### config.mk
export PLATFORM = sky130hd
export DESIGN_NAME = onand_dtr_frame
export DESIGN_NICKNAME = d
export VERILOG_FILES = /design/src/rtl/onand_pkg.sv /design/src/rtl/onand_dtr_lane.sv /design/src/rtl/onand_word_seq.sv /design/src/rtl/onand_edge_capture.sv /design/src/rtl/onand_dtr_frame.sv
export SDC_FILE = /design/constraint.sdc
export NUM_CORES = 1
export LEC_CHECK = 0
export ABC_AREA = 1
export BUFFER_PORTS_ARGS = -buffer_cell sky130_fd_sc_hd__buf_2
export CAP_MARGIN = 20
export CORE_MARGIN = 3
export CORE_UTILIZATION = 40
export CTS_BUF_LIST = sky130_fd_sc_hd__clkbuf_8 sky130_fd_sc_hd__clkbuf_16
export CTS_CLUSTER_DIAMETER = 40
export DETAILED_ROUTE_END_ITERATION = 7
export PLACE_DENSITY_LB_ADDON = 0.08
export SLEW_MARGIN = 25
export SYNTH_ARGS = -nofsm -noshare
export SYNTH_HDL_FRONTEND = slang
export SYNTH_SLANG_ARGS = --single-unit
### constraint.sdc
create_clock -name clk -period 2.26 [get_ports clk]
set_input_delay 0.339 -clock clk [delete_from_list [all_inputs] [get_ports clk]]
set_output_delay 0.339 -clock clk [all_outputs]
set_load 0.01 [all_outputs]
### src/rtl/onand_pkg.sv
package onand_pkg;

  typedef enum logic [1:0] {
    ADR_NONE   = 2'd0,
    ADR_PAIR   = 2'd1,
    ADR_REPEAT = 2'd2
  } onand_addr_e;

  typedef enum logic [2:0] {
    PH_IDLE  = 3'd0,
    PH_CMD   = 3'd1,
    PH_ADDR  = 3'd2,
    PH_DUMMY = 3'd3,
    PH_DATA  = 3'd4,
    PH_CLOSE = 3'd5
  } onand_phase_e;

  typedef struct packed {
    logic [7:0]  opcode;
    logic        pack_en;
    logic [7:0]  pack_byte;
    onand_addr_e amode;
    logic [15:0] addr;
    logic        rd;
  } onand_hdr_t;

  // Command word: opcode on the rising edge, then either the opcode again or the packed byte.
  function automatic logic [15:0] cmd_pair(input logic [7:0] op, input logic pk,
                                           input logic [7:0] pb);
    return {op, (pk ? pb : op)};
  endfunction

  // Address word for the two address forms that occupy one clock period.
  function automatic logic [15:0] addr_pair(input onand_addr_e m, input logic [15:0] a);
    logic [15:0] w;
    case (m)
      ADR_PAIR:   w = a;
      ADR_REPEAT: w = {a[7:0], a[7:0]};
      default:    w = 16'h0000;
    endcase
    return w;
  endfunction

endpackage

### src/rtl/onand_dtr_lane.sv
module onand_dtr_lane (
  input  logic        clk,
  input  logic        rst_n,
  input  logic        active,
  input  logic [15:0] word,
  input  logic        word_drive,
  output logic        sck,
  output logic [7:0]  io_out,
  output logic        io_oe,
  output logic        ev_load,
  output logic        ev_rise,
  output logic        ev_fall
);
  localparam int QUARTERS = 4;
  localparam int Q_W = $clog2(QUARTERS);
  localparam logic [Q_W-1:0] Q_LOAD = Q_W'(0);
  localparam logic [Q_W-1:0] Q_RISE = Q_W'(1);
  localparam logic [Q_W-1:0] Q_LOW  = Q_W'(2);
  localparam logic [Q_W-1:0] Q_FALL = Q_W'(3);

  logic [Q_W-1:0] q;
  logic [7:0]     low_hold;

  assign ev_load = active && (q == Q_LOAD);
  assign ev_rise = active && (q == Q_RISE);
  assign ev_fall = active && (q == Q_FALL);

  always_ff @(posedge clk or negedge rst_n) begin
    if (!rst_n) begin
      q        <= '0;
      sck      <= 1'b0;
      io_out   <= 8'h00;
      io_oe    <= 1'b0;
      low_hold <= 8'h00;
    end else if (!active) begin
      q     <= '0;
      sck   <= 1'b0;
      io_oe <= 1'b0;
    end else begin
      q <= q + Q_W'(1);
      case (q)
        Q_LOAD: begin
          io_out   <= word[15:8];
          low_hold <= word[7:0];
          io_oe    <= word_drive;
        end
        Q_RISE: sck <= 1'b1;
        Q_LOW:  io_out <= low_hold;
        default: sck <= 1'b0;
      endcase
    end
  end
endmodule

### src/rtl/onand_word_seq.sv
module onand_word_seq
  import onand_pkg::*;
#(
  parameter int LEN_W   = 8,
  parameter int DUMMY_W = 5
) (
  input  logic               clk,
  input  logic               rst_n,
  input  logic               go,
  input  onand_hdr_t         hdr_in,
  input  logic [DUMMY_W-1:0] dummy_in,
  input  logic [LEN_W-1:0]   len_in,
  input  logic               step,
  input  logic [15:0]        tx_word,
  output onand_phase_e       phase,
  output logic [15:0]        word,
  output logic               word_drive,
  output logic               word_rx,
  output logic               active,
  output logic               done
);
  localparam int CNT_W = (LEN_W > DUMMY_W) ? LEN_W : DUMMY_W;

  onand_hdr_t         hdr;
  logic [DUMMY_W-1:0] dcyc;
  logic [LEN_W-1:0]   lcyc;
  logic [CNT_W-1:0]   cnt;

  onand_phase_e     nxt_ph;
  logic [CNT_W-1:0] nxt_cnt;
  onand_phase_e     after_cmd, after_addr, after_dummy;

  always_comb begin
    after_dummy = (lcyc != '0) ? PH_DATA : PH_CLOSE;
    after_addr  = (dcyc != '0) ? PH_DUMMY : after_dummy;
    after_cmd   = (hdr.amode != ADR_NONE) ? PH_ADDR : after_addr;
  end

  function automatic logic [CNT_W-1:0] entry_count(input onand_phase_e p,
                                                   input logic [DUMMY_W-1:0] d,
                                                   input logic [LEN_W-1:0] l);
    logic [CNT_W-1:0] c;
    case (p)
      PH_DUMMY: c = CNT_W'(d) - CNT_W'(1);
      PH_DATA:  c = CNT_W'(l) - CNT_W'(1);
      default:  c = '0;
    endcase
    return c;
  endfunction

  always_comb begin
    nxt_ph  = phase;
    nxt_cnt = cnt;
    case (phase)
      PH_IDLE: if (go) nxt_ph = PH_CMD;
      PH_CMD: if (step) begin
        nxt_ph  = after_cmd;
        nxt_cnt = entry_count(after_cmd, dcyc, lcyc);
      end
      PH_ADDR: if (step) begin
        nxt_ph  = after_addr;
        nxt_cnt = entry_count(after_addr, dcyc, lcyc);
      end
      PH_DUMMY: if (step) begin
        if (cnt == '0) begin
          nxt_ph  = after_dummy;
          nxt_cnt = entry_count(after_dummy, dcyc, lcyc);
        end else begin
          nxt_cnt = cnt - CNT_W'(1);
        end
      end
      PH_DATA: if (step) begin
        if (cnt == '0) nxt_ph = PH_CLOSE;
        else nxt_cnt = cnt - CNT_W'(1);
      end
      default: nxt_ph = PH_IDLE;
    endcase
  end

  always_ff @(posedge clk or negedge rst_n) begin
    if (!rst_n) begin
      phase <= PH_IDLE;
      cnt   <= '0;
      hdr   <= '0;
      dcyc  <= '0;
      lcyc  <= '0;
      done  <= 1'b0;
    end else begin
      phase <= nxt_ph;
      cnt   <= nxt_cnt;
      done  <= (phase == PH_CLOSE);
      if (phase == PH_IDLE && go) begin
        hdr  <= hdr_in;
        dcyc <= dummy_in >> 1;
        lcyc <= len_in >> 1;
      end
    end
  end

  always_comb begin
    word       = 16'h0000;
    word_drive = 1'b0;
    word_rx    = 1'b0;
    case (phase)
      PH_CMD: begin
        word       = cmd_pair(hdr.opcode, hdr.pack_en, hdr.pack_byte);
        word_drive = 1'b1;
      end
      PH_ADDR: begin
        word       = addr_pair(hdr.amode, hdr.addr);
        word_drive = 1'b1;
      end
      PH_DATA: begin
        word       = hdr.rd ? 16'h0000 : tx_word;
        word_drive = !hdr.rd;
        word_rx    = hdr.rd;
      end
      default: ;
    endcase
  end

  assign active = (phase == PH_CMD) || (phase == PH_ADDR) ||
                  (phase == PH_DUMMY) || (phase == PH_DATA);
endmodule

### src/rtl/onand_edge_capture.sv
module onand_edge_capture (
  input  logic        clk,
  input  logic        rst_n,
  input  logic        capture_en,
  input  logic        ev_rise,
  input  logic        ev_fall,
  input  logic [7:0]  io_in,
  output logic [15:0] rx_word,
  output logic        rx_valid
);
  logic [7:0] rise_byte;

  always_ff @(posedge clk or negedge rst_n) begin
    if (!rst_n) begin
      rise_byte <= 8'h00;
      rx_word   <= 16'h0000;
      rx_valid  <= 1'b0;
    end else begin
      rx_valid <= 1'b0;
      if (capture_en && ev_rise) rise_byte <= io_in;
      if (capture_en && ev_fall) begin
        rx_word  <= {rise_byte, io_in};
        rx_valid <= 1'b1;
      end
    end
  end
endmodule

### src/rtl/onand_dtr_frame.sv
module onand_dtr_frame
  import onand_pkg::*;
#(
  parameter int LEN_W   = 8,
  parameter int DUMMY_W = 5
) (
  input  logic               clk,
  input  logic               rst_n,
  input  logic               start,
  input  logic [7:0]         opcode,
  input  logic               pack_en,
  input  logic [7:0]         pack_byte,
  input  logic [1:0]         addr_mode,
  input  logic [15:0]        addr,
  input  logic [DUMMY_W-1:0] dummy_slots,
  input  logic [LEN_W-1:0]   data_len,
  input  logic               rd,
  input  logic [15:0]        tx_word,
  output logic               tx_take,
  output logic [15:0]        rx_word,
  output logic               rx_valid,
  output logic               busy,
  output logic               done,
  output logic               err,
  output logic               cs_n,
  output logic               sck,
  output logic [7:0]         io_out,
  output logic               io_oe,
  input  logic [7:0]         io_in
);
  onand_phase_e phase;
  onand_hdr_t   hdr_in;
  logic [15:0]  word;
  logic         word_drive, word_rx, active;
  logic         ev_load, ev_rise, ev_fall;
  logic         idle, odd_req, go;

  assign idle    = (phase == PH_IDLE);
  assign odd_req = data_len[0] | dummy_slots[0];
  assign go      = start && idle && !odd_req;
  assign busy    = !idle;
  assign cs_n    = idle;

  assign hdr_in = '{opcode:    opcode,
                    pack_en:   pack_en,
                    pack_byte: pack_byte,
                    amode:     onand_addr_e'(addr_mode),
                    addr:      addr,
                    rd:        rd};

  onand_word_seq #(.LEN_W(LEN_W), .DUMMY_W(DUMMY_W)) u_seq (
    .clk(clk), .rst_n(rst_n), .go(go), .hdr_in(hdr_in),
    .dummy_in(dummy_slots), .len_in(data_len), .step(ev_fall),
    .tx_word(tx_word), .phase(phase), .word(word), .word_drive(word_drive),
    .word_rx(word_rx), .active(active), .done(done)
  );

  onand_dtr_lane u_lane (
    .clk(clk), .rst_n(rst_n), .active(active), .word(word),
    .word_drive(word_drive), .sck(sck), .io_out(io_out), .io_oe(io_oe),
    .ev_load(ev_load), .ev_rise(ev_rise), .ev_fall(ev_fall)
  );

  onand_edge_capture u_cap (
    .clk(clk), .rst_n(rst_n), .capture_en(word_rx), .ev_rise(ev_rise),
    .ev_fall(ev_fall), .io_in(io_in), .rx_word(rx_word), .rx_valid(rx_valid)
  );

  always_ff @(posedge clk or negedge rst_n) begin
    if (!rst_n) begin
      err     <= 1'b0;
      tx_take <= 1'b0;
    end else begin
      err     <= start && idle && odd_req;
      tx_take <= ev_load && (phase == PH_DATA) && word_drive;
    end
  end
endmodule

* Word-level counts from Yosys, hierarchy flattened
Cells that the tools add are included.
** Storage, ports and cells
- Register bits :: 106
- Output and inout port bits :: 32
- Word-level logic and storage cells :: 117
** Operators by class
- $add $sub $neg :: 4
- Eq/ne operators :: 26
- Mux-type cells :: 34
- Bitwise gates (word level) :: 1
- Reduce and logical (&&, ||, !) cells :: 31
** Operators with widths (number)
- $pmux 8 s2 :: 4
- $mux 8 :: 7
- $pmux 16 s3 :: 1
- $pmux 16 s2 :: 1
- $pmux 8 s4 :: 1
- $mux 3 :: 9
- $mux 16 :: 1
- $eq 3x2->1 const B :: 5
- $eq 3x3->1 const B :: 5
- $pmux 3 s5 :: 1
- $ne 2x1->1 const B :: 7
- $logic_and 1x1->1 :: 11
- $logic_not 8->1 :: 1
- $reduce_bool 8->1 :: 1
- $sub 7x1->8 const B :: 1
- $sub 8x1->8 const B :: 1
- $reduce_and 7->1 :: 1
- $eq 2x2->1 const B :: 3
- $mux 1 :: 6
- $ne 2x2->1 const B :: 3
- $reduce_and 6->1 :: 1
- $reduce_bool 5->1 :: 1
- $sub 4x1->5 const B :: 1
- $eq 2x1->1 const B :: 2
- other kinds (13) :: 21

* Depth between registers and ports, before layout
Gate-level depths: netlist of the first run.
- Word-level depth :: 8
- Gate-level depth with buffers :: 12

* Modules after synthesis
From an unflattened synthesis of the first run, not the netlist that was laid out.
** Unflattened totals
- Cell total of the unflattened synthesis :: 711
- Area, all modules :: 5606.6 um^2
** By module, submodules not included
- onand_word_seq :: times used 1, cells each 471, area each 3523.4 um^2
- onand_edge_capture :: times used 1, cells each 107, area each 1024.7 um^2
- onand_dtr_lane :: times used 1, cells each 119, area each 940.9 um^2
- onand_dtr_frame :: times used 1, cells each 14, area each 117.6 um^2

* Worst setup path before layout of the first run
No wires, ideal clock.
- Path kind :: flip-flop to flip-flop
- From :: register u_seq.dcyc[0]
- To :: register u_seq.cnt[7]
- Setup time :: 0.065 ns
- Arrival time :: 1.495 ns
- Required time :: 2.195 ns
- Setup slack :: 0.700 ns
- Stages on the path, launching flop included :: 13
- Clock period less this slack :: 1.560 ns
- Cell sequence :: dfrtp_1 inv_1 ha_1 nand2_1 nor2_4 inv_1 nor2_1 nand3_1 nand2_2 nand2_1 nand2_1 nand2_1 nand2_1
** On the way
- Word-level cells in the longest chain between the ends :: 7
- Elaborated cells on any way between the ends :: 16
- Those cells by class :: add/sub (1); eq/ne (4); mux (10); reduce/logical (1)
** Ends and longest elaborated chain
- from (decl) :: RTL line onand_word_seq.sv:25 : logic [DUMMY_W-1:0] dcyc;
- from (signal assigned) :: RTL line onand_word_seq.sv:94 : dcyc <= dummy_in >> 1;
- $reduce_bool 5->1 :: RTL line onand_word_seq.sv:35 : after_addr = (dcyc != '0) ? PH_DUMMY : after_dummy;
- $mux 3 :: RTL line onand_word_seq.sv:35
- $mux 3 :: RTL line onand_word_seq.sv:36 : after_cmd = (hdr.amode != ADR_NONE) ? PH_ADDR : after_addr;
- $eq 3x3->1 / $eq 3x2->1 (equally long branches) :: RTL line onand_word_seq.sv:43 : case (p)
- $pmux 8 s2 :: RTL line onand_word_seq.sv:43
- $mux 8 :: RTL line onand_word_seq.sv:56 : PH_CMD: if (step) begin
- $pmux 8 s4 (*) :: RTL line onand_word_seq.sv:54 : case (phase)
- to (signal assigned) :: RTL line onand_word_seq.sv:90 : cnt <= nxt_cnt;
- to (decl) :: RTL line onand_word_seq.sv:27 : logic [CNT_W-1:0] cnt;
Mark *: on every way between the ends. The rest lies on a longest branch, timed or not. The select of a mux whose other input is x is not followed.
A chain may end at the register's enable or synchronous reset.

* Final worst setup path of the first run
- From :: register u_seq.phase[0]
- To :: register u_seq.cnt[3]
** On the way
- Word-level cells in the longest chain between the ends :: 7
- Elaborated cells on any way between the ends :: 16
- Those cells by class :: eq/ne (9); mux (1); reduce/logical (6)
** Ends and longest elaborated chain
- from (decl) :: RTL line onand_word_seq.sv:15 : output onand_phase_e phase,
- from (signal assigned) :: RTL line onand_word_seq.sv:89 : phase <= nxt_ph;
- $eq 3x1->1 / $eq 3x2->1 (equally long branches) :: RTL line onand_word_seq.sv:54, onand_word_seq.sv:122
- $logic_or 1x1->1 (2 in a row) :: RTL line onand_word_seq.sv:122 : assign active = (phase == PH_CMD) || (phase == PH_ADDR) ||
- $logic_or 1x1->1 :: RTL line onand_word_seq.sv:123 : (phase == PH_DUMMY) || (phase == PH_DATA);
- $logic_and 1x1->1 :: RTL line onand_dtr_lane.sv:26 : assign ev_fall = active && (q == Q_FALL);
- $ne 2x1->1 (no line)
- $reduce_and 6->1 (no line)
Several ways; a longest one is shown, not always the timed one.

==> results by stage, run 1 <==
Yosys:
- Of the synthesized area, sequential elements account for 0.485.
- The count of state elements after synthesis is 106.
- Averaged over all synthesized cells, the footprint is 7.88 sq um.
- The total number of yosys warnings is 0.
- The cell count after synthesis came out at 694.
- The combined area of all synthesized cells is 0.00547 sq mm.
- Yosys mapped the design onto 34 distinct sky130hd cell types.
- When the netlist entered floorplanning its net count stood at 782.

Place:
- Routability-driven placement finished with a final weighted congestion of 0.848.
- The wire-length estimate of the detail-placed layout is 10.6 mm.
- Once placement finished, the instance area stood at 0.00616 sq mm.
- Input and output buffers added on the ports amount to 107.
- The post-placement worst setup slack is 328 ps.
- The number of cells in the design after placement is 962.

Timing:
- In this run the tightest slew margin relative to its limit is 0.649.
- Setup slack closes at 312 ps.
- The worst hold margin is 175 ps.
- The final clock skew is 7.80 ps.
- Setup repair after global routing left no endpoint under its margin.
- Dividing the final minimum period by the clock period gives 0.862.
- The max-slew violation count is 0.
- The total of endpoints with negative setup slack in the final report is 0.
- The final period demand of the worst path is 1950 ps.
- The setup total negative slack is 0 ps.
- At the pin with the least slew margin, the transition time is 527 ps.
- The number of hold violations in the final report is 0.
- The achievable clock frequency is 513 MHz.

Floorplan:
- The floorplan step set the die height to 123 um.
- In this run the horizontal extent of the chip is 123 um.
- The core region is 0.0133 sq mm.
- 108 I/O pins were placed.
- The floorplan has 42 rows.
- The initial cell density of the core is 0.412.
- The die covers 0.0151 sq mm.

Power and ir drop:
- The power dissipated by switching net loads is 3.66 mW.
- The leakage power summed over all cells is 3.33 nW.
- The share of power burned in the clock network is 0.175.
- The fraction of power consumed by combinational cells is 0.441.
- Of the total power, the share spent switching nets is 0.431.
- For this design the ratio of total power to cell area is 1320 mW/mm^2.
- Across the VDD grid, the largest voltage drop is 0.489 mV.
- The internal power consumption is 4.83 mW.
- The total power after layout is 8.50 mW.
- Of the total power, registers draw 0.384.

Critical path:
- For flop-to-flop paths, the worst setup slack is 310 ps.
- At the worst endpoint, the arrival time is 2190 ps.
- The type of destination of the critical path is a flop.
- The critical path is of the flop to flop type.
- The critical-path maximum fanout is 11.
- The timing startpoint of the critical path is u_seq.phase[0].
- For the worst setup path, the data required time is 2510 ps.
- The startpoint identified for the worst register-to-register timing path is u_seq.phase[0].
- STA classifies the critical path startpoint as a flop.

Min path:
- The worst hold path belongs to the class input port to flop.
- The hold path startpoint is pack_byte[5].

Detailed routing:
- The average wire per cell in the routed design is 14.3 um.
- The detailed-route wire length is 14.0 mm.
- The number of antenna-violating nets in the routed design is 0.
- The DRC marker count from the first detailed-route iteration is 264.
- The via count is 4763.
- The via density per instance is 4.87.
- The total DRC errors in the routed layout is 0.
- Before antenna repair, the detailed router went through 5 iterations.

GRT:
- For this run, the total global-route usage over all layers was measured as 0.196.
- The initial antenna violation count came to 0.
- The via count of the first global-routing pass is 4745.
- Global routing finished with a remaining overflow of 0.
- The largest net degree at the start of global routing is 68.
- The first global-routing pass estimated 23.1 mm of wire.

Cells and area:
- The fill cell instance count of the final layout is 1354.
- For this run, the number of standard cells in the final layout without fillers is 979.
- Once layout is done, the placed cells without fillers occupy 0.00644 sq mm.
- Leaving out fill and tap cells, the most frequent cell in the layout is sky130_fd_sc_hd__nand2_1.
- The repair_antennas step left the layout with diodes totalling 0.
- The count of nets after finishing is 886.
- The area growth from synthesis to final layout is 17.7%.
- The final standard cell utilization of the core is 0.484.
- The share of cells above drive strength 1 is 0.192.
- The library cells used most frequently in the layout, excluding fill and tap cells, are sky130_fd_sc_hd__nand2_1 (240), sky130_fd_sc_hd__dfrtp_1 (106), sky130_fd_sc_hd__buf_2 (106), sky130_fd_sc_hd__inv_1 (75), sky130_fd_sc_hd__o21ai_0 (65).

CTS:
- In this run, CTS created clock tree buffers numbering 9.
- The clock sink count is 106.
- The post-CTS clock slew at the launch and capture registers of the worst setup and hold paths is 70 ps.
- Post-CTS timing repair inserted 0 buffers for setup.
- In this run the deepest clock path goes through 2 buffers.
- The hold buffer count at CTS is 1.
- The clock insertion delay at the later pin of the skew report is 350 ps.
- The CTS tree is done.
- The number of cells upsized or downsized after cts is 0.
- The tree is rooted in a sky130_fd_sc_hd__clkbuf_16.
- The number of levels in the clock H-tree is 3.

Run:
- The tool flagged a number of max-cap violations equal to 0.

Outcome:
- The run finished with clean final reports.
power by group through the flow:
stage                     clock network [mW]  registers (mW)  logic (mW)
after CTS                               1.52            3.27        3.79
after global placement                     0            3.26        3.73
final                                   1.49            3.26        3.74
after floorplan                            0            3.24        2.69
after global routing                    1.59            3.38        4.35
after detailed placement                   0            3.29        3.77
worst max-delay path, stage by stage, from the launching register on:
cell and delay (ps):
sky130_fd_sc_hd__dfrtp_1 510, sky130_fd_sc_hd__nor2_4 170, sky130_fd_sc_hd__nand2_2 130, sky130_fd_sc_hd__nand2_2 150
sky130_fd_sc_hd__nand3_1 350, sky130_fd_sc_hd__inv_1 280, sky130_fd_sc_hd__nand3_1 100, sky130_fd_sc_hd__nor2_1 90
sky130_fd_sc_hd__nor2_1 40
layer usage:
metal	track usage	wire (um)	vias to the layer above
met5	0	0	-
met4	0.0588	321	0
met3	0.0453	610	17
met2	0.327	6860	105
met1	0.254	6160	2227
li1	-	-	2414
worst paths after layout:
path                       cells past startpoint           endpoint
min reg2reg                                    2  u_cap.rx_word[12]
min                                            3      u_seq.hdr[24]
max                                            8       u_seq.cnt[3]
max in group asynchronous                      3      u_seq.hdr[15]
min in group asynchronous                      2                err
max reg2reg                                    8       u_seq.cnt[3]
cells by family after synthesis:
kind of cell,synth area share
fa+ha+maj,0.0274
xor+xnor,0.0128
buf+inv,0.0853
compound gates,0.138
simple gates,0.252
flops,0.485
area by class of cell:
type	instances	area, sq um	area share
clock buffers	10	239	0.0371
inverters	82	308	0.0478
repair buffers	116	633	0.0983
multi-input cells	483	2350	0.365
clock inverters	6	33.8	0.00525
flip-flops and latches	106	2650	0.412
well taps	176	220	0.0342
sequential cells by signal (all words and copies together), names as in the netlist:
signal and count:
err 1, tx_take 1, u_cap.rise_byte 8, u_cap.rx_valid 1
u_cap.rx_word 16, u_lane.io_oe 1, u_lane.io_out 8, u_lane.low_hold 8
u_lane.q 2, u_lane.sck 1, u_seq.cnt 8, u_seq.dcyc 4
u_seq.done 1, u_seq.hdr 36, u_seq.lcyc 7, u_seq.phase 3
synthesized netlist by cell type:
cell type / instances / area [sq um]
sky130_fd_sc_hd__nand2_1: 240 / 901
sky130_fd_sc_hd__dfrtp_1: 106 / 2650
sky130_fd_sc_hd__inv_1: 73 / 274
sky130_fd_sc_hd__o21ai_0: 65 / 325
sky130_fd_sc_hd__nor2_1: 37 / 139
sky130_fd_sc_hd__a21oi_1: 27 / 135
sky130_fd_sc_hd__nand3_1: 24 / 120
sky130_fd_sc_hd__o211ai_1: 17 / 128
sky130_fd_sc_hd__o21ai_1: 17 / 85.1
sky130_fd_sc_hd__ha_1: 12 / 150
sky130_fd_sc_hd__buf_6: 7 / 78.8
sky130_fd_sc_hd__o22ai_1: 7 / 43.8
sky130_fd_sc_hd__xor2_1: 7 / 61.3
sky130_fd_sc_hd__buf_2: 6 / 30.0
sky130_fd_sc_hd__clkbuf_1: 6 / 22.5
sky130_fd_sc_hd__inv_2: 6 / 22.5
sky130_fd_sc_hd__nor2_4: 5 / 56.3
sky130_fd_sc_hd__nand2_2: 4 / 25.0
sky130_fd_sc_hd__nand3_2: 4 / 40.0
sky130_fd_sc_hd__nand4_1: 4 / 25.0
sky130_fd_sc_hd__buf_4: 3 / 22.5
sky130_fd_sc_hd__clkinv_1: 3 / 11.3
sky130_fd_sc_hd__nor3_1: 3 / 15.0
sky130_fd_sc_hd__a21boi_1: 1 / 7.51
sky130_fd_sc_hd__clkbuf_2: 1 / 5.00
sky130_fd_sc_hd__nand2_4: 1 / 11.3
sky130_fd_sc_hd__nand4_2: 1 / 12.5
sky130_fd_sc_hd__nor2_2: 1 / 6.26
sky130_fd_sc_hd__nor2_8: 1 / 20.0
sky130_fd_sc_hd__nor3b_1: 1 / 7.51
sky130_fd_sc_hd__o211ai_2: 1 / 12.5
sky130_fd_sc_hd__o21ai_2: 1 / 8.76
sky130_fd_sc_hd__o21bai_1: 1 / 7.51
sky130_fd_sc_hd__xnor2_1: 1 / 8.76
Power figures use the tool's default switching activity.
==> inputs of run 2 (changes only) <==
TNS_END_PERCENT = 1   (was not set)
clock period = 2.4 ns   (was 2.26 ns; I/O delays follow)
==> run 2 against run 1 <==
  * Sequential power decreased by 6.1%
  * Sequential share of layout area increased by 0.17 points
  * Register-to-register slack improved by 250 ps
  * Critical path depth increased by 4
  * Final area decreased by 0.41%
  * Via count decreased by 0.65%
  * Worst hold slack got worse by 140 ps
  * Non-clock buffer count decreased by 4
  * Clock skew decreased by 0.67 ps
  * Clock power decreased by 4%
  * Combinational power decreased by 6.1%
  * Global-route usage increased by 0.13 points
==> results by stage, run 2 (synthesis gave the netlist of run 1 again) <==
Outcome:
- Run status: finished clean (unchanged).

CTS:
- The number of cells upsized or downsized after cts came to 0 (unchanged).
- The hold buffer count at CTS is 0 (was 1).
- The number of clock buffers inserted by TritonCTS was 9 (unchanged).
- The clock sink count was 106 (unchanged).
- The cell chosen for the clock root is sky130_fd_sc_hd__clkbuf_16 (unchanged).
- The buffer levels on the longest clock path is 2 (unchanged).
- The number of levels in the clock H-tree was 3 (unchanged).
- The buffers inserted during post-CTS setup optimization came to 0 (unchanged).
- The CTS tree is done (unchanged).
- The clock insertion delay at the later pin of the skew report is 350 ps (about the same).
- The post-CTS clock slew at the launch and capture registers of the worst setup and hold paths was 70 ps (about the same).

Detailed routing:
- The DRC marker count from the first detailed-route iteration came to 271 (was 264).
- The total DRC errors in the routed layout is 0 (unchanged).
- The detailed-route wire length is 13.9 mm (was 14.0 mm).
- The average wire per cell in the routed design is 14.3 um (about the same).
- The via count is 4732 (was 4763).
- The detailed-router iteration count before antenna repair is 4 (was 5).
- The number of antenna-violating nets in the routed design is 0 (unchanged).
- The via density per instance is 4.85 (was 4.87).

Critical path:
- The delay of the slowest critical-path stage is 360 ps (was 510 ps).
- The number of buffers and inverters on the critical path was 2 (was 1).
- The most numerous cell type found on the critical path is sky130_fd_sc_hd__nand2_1.
- The family of cells with the greatest summed delay on the critical path is simple AND/OR/NAND/NOR gates (unchanged).
- The critical-path maximum fanout came to 7 (was 11).
- List of cells traversed by the critical path: inv_1 -> ha_1 -> nand2_1 -> nor2_4 -> inv_1 -> nor2_1 -> nand3_1 -> nand2_2 -> nand2_1 -> nand2_1 -> nand2_1 -> nand2_1 (was nor2_4 -> nand2_2 -> nand2_2 -> nand3_1 -> inv_1 -> nand3_1 -> nor2_1 -> nor2_1).
- The worst path required time is 2690 ps (was 2510 ps).
- The type of destination of the critical path was a flop (unchanged).
- The cell with the largest stage delay on the worst path is sky130_fd_sc_hd__dfrtp_1 (unchanged).
- The kind of critical path is flop to flop (unchanged).
- The data arrival time of the worst path is 2130 ps (was 2190 ps).
- The nature of the critical path startpoint is a flop (unchanged).

Cells and area:
- The register name with the most flops was u_seq.hdr (unchanged).
- Commonest cells after routing, fill and taps aside: sky130_fd_sc_hd__nand2_1 (240), sky130_fd_sc_hd__dfrtp_1 (106), sky130_fd_sc_hd__buf_2 (106), sky130_fd_sc_hd__inv_1 (75), sky130_fd_sc_hd__o21ai_0 (65) (unchanged).
- The total area of sequential cells is 0.00265 sq mm (unchanged).
- The count of nets after finishing is 882 (was 886).
- The number of flip-flops in the largest register was 36 (unchanged).
- The post-layout instance count excluding filler cells came to 975 (was 979).
- Biggest registers after layout: u_seq.hdr x36, u_cap.rx_word x16 (unchanged).
- The antenna diode count was 0 (unchanged).
- The most common cell after layout, fill and taps aside is sky130_fd_sc_hd__nand2_1 (unchanged).
- The fill cell instance count of the final layout is 1337 (was 1354).
- The share of cells above drive strength 1 is 0.189 (was 0.192).
- The area growth from synthesis to final layout is 17.2% (was 17.7%).
- The area of combinational cells with multiple inputs is 0.00235 sq mm (unchanged).

Floorplan:
- The chip width was 123 um (unchanged).
- The die area is 0.0151 sq mm (unchanged).
- The initial cell density of the core is 0.412 (unchanged).
- The die outline height is 123 um (unchanged).
- The count of pins on the block boundary was 108 (unchanged).
- The number of placement rows came to 42 (unchanged).
- The area inside the core boundary was 0.0133 sq mm (unchanged).

Min path:
- The kind of path behind the tightest hold check is input port to asynchronous set/reset pin (was input port to flop).

Power and ir drop:
- The power dissipated by switching net loads was 3.47 mW (was 3.66 mW).
- The share of power burned in the clock network is 0.178 (was 0.175).
- The internal power consumption is 4.52 mW (was 4.83 mW).
- The maximum vdd ir drop came to 0.540 mV (was 0.489 mV).
- The leakage power summed over all cells was 3.32 nW (was 3.33 nW).
- The power share of the sequential group is 0.382 (was 0.384).
- The power per unit of standard cell area came to 1250 mW/mm^2 (was 1320 mW/mm^2).
- The fraction of power consumed by combinational cells is 0.439 (was 0.441).
- The net switching fraction of the power came to 0.434 (was 0.431).

GRT:
- The fraction of met1 tracks used by global routing is 0.258 (was 0.254).
- The overall track demand over capacity in global routing is 0.197 (was 0.196).
- The overall overflow remaining after global route came to 0 (unchanged).
- The largest net degree at the start of global routing is 107 (was 68).
- The initial antenna violation count is 0 (unchanged).
- The via count of the first global-routing pass is 4719 (was 4745).
- The global-route layer with the greatest usage was met2 (unchanged).
- The fraction of met2 tracks used by global routing was 0.323 (was 0.327).
- The first-pass GRT wire length came to 23.1 mm (unchanged).
- The global routing met3 resource utilization was 0.0302 (was 0.0453).

Timing:
- The final clock skew is 7.13 ps (was 7.80 ps).
- The final critical-path share of the clock period is 0.765 (was 0.862).
- The number of hold violations in the final report is 0 (unchanged).
- The worst max-slew margin expressed relative to the limit is 0.586 (was 0.649).
- The setup total negative slack came to 0 ps (unchanged).
- The achievable clock frequency came to 544 MHz (was 513 MHz).
- The total of endpoints with negative setup slack in the final report is 0 (unchanged).
- The final period demand of the worst path is 1840 ps (was 1950 ps).
- The final critical-path setup slack is 563 ps (was 312 ps).
- Unrepaired setup endpoints after global routing: no (unchanged).
- The actual slew at the worst max-slew pin came to 621 ps (was 527 ps).
- The max-slew violation count is 0 (unchanged).

Run:
- The max capacitance violation total was 0 (unchanged).

Place:
- The post-DP HPWL is 10.3 mm (was 10.6 mm).
- The count of buffers from port buffering is 107 (unchanged).
- The number of cells in the design after placement is 959 (was 962).
- The post-placement worst setup slack is 574 ps (was 328 ps).
- The routability congestion estimate from global placement is 0.861 (was 0.848).
run 2: changes by cell type in the layout (fill, tap and decap cells not counted), sizes merged:
cell,delta
clkbuf,-1
inv,+1
clkinvlp,-1
buf,-3
clkinv,+1
dlygate4sd3,-1
run 2: stage by stage:
stage / cell area, sq um / util / total power [mW] / hold WS (ps)
after floorplan: 5470 / - / 5.58 / 64.4
after global placement: 6130 / 0.461 / 6.61 / 452
after detailed placement: 6130 / 0.461 / 6.64 / 456
after CTS: 6410 / 0.482 / 8.10 / 109
after global routing: 6410 / 0.482 / 8.79 / 131
final: 6410 / 0.482 / 7.99 / 38.8
run 2: cell type report:
type,instances,share of cell area
sequential,106,0.414
inverter,82,0.0480
timing repair buffer,112,0.0937
clock inverter,7,0.00839
clock buffer,9,0.0351
tap,176,0.0343
multi-input combinational,483,0.367
run 2: final timing paths:
| path | start | endpoint | slack [ps] | depth (start not counted) |
|---|---|---|---|---|
| max in group asynchronous | rst_n | u_cap.rx_word[2] | 1860 | 2 |
| worst min register to register | u_cap.rise_byte[6] | u_cap.rx_word[14] | 470 | 2 |
| min in group clk | pack_byte[5] | u_seq.hdr[24] | 200 | 3 |
| worst max register to register | u_seq.dcyc[0] | u_seq.cnt[4] | 560 | 12 |
| worst min-delay path | rst_n | u_seq.lcyc[3] | 40 | 2 |
| worst max-delay path | u_seq.dcyc[0] | u_seq.cnt[4] | 560 | 12 |
run 2: worst register-to-register path, cell delays in order (launching register included):
cell and delay (ps):
sky130_fd_sc_hd__dfrtp_1 360, sky130_fd_sc_hd__inv_1 130, sky130_fd_sc_hd__ha_1 210, sky130_fd_sc_hd__nand2_1 110
sky130_fd_sc_hd__nor2_4 170, sky130_fd_sc_hd__inv_1 100, sky130_fd_sc_hd__nor2_1 230, sky130_fd_sc_hd__nand3_1 130
sky130_fd_sc_hd__nand2_2 120, sky130_fd_sc_hd__nand2_1 60, sky130_fd_sc_hd__nand2_1 60, sky130_fd_sc_hd__nand2_1 60
sky130_fd_sc_hd__nand2_1 60
run 2: power by group through the flow:
stage | logic [mW] | clock network [mW] | registers [mW]
after floorplan | 2.53 | 0 | 3.05
after global placement | 3.53 | 0 | 3.08
after detailed placement | 3.55 | 0 | 3.09
after CTS | 3.57 | 1.47 | 3.06
after global routing | 4.09 | 1.54 | 3.16
final | 3.51 | 1.43 | 3.06
run 2: per-layer routing:
layer  vias to the layer above  wire length [um]
li1                       2412                 -
met1                      2201              6150
met2                       105              6870
met3                        14               590
met4                         0               312
met5                         -                 0
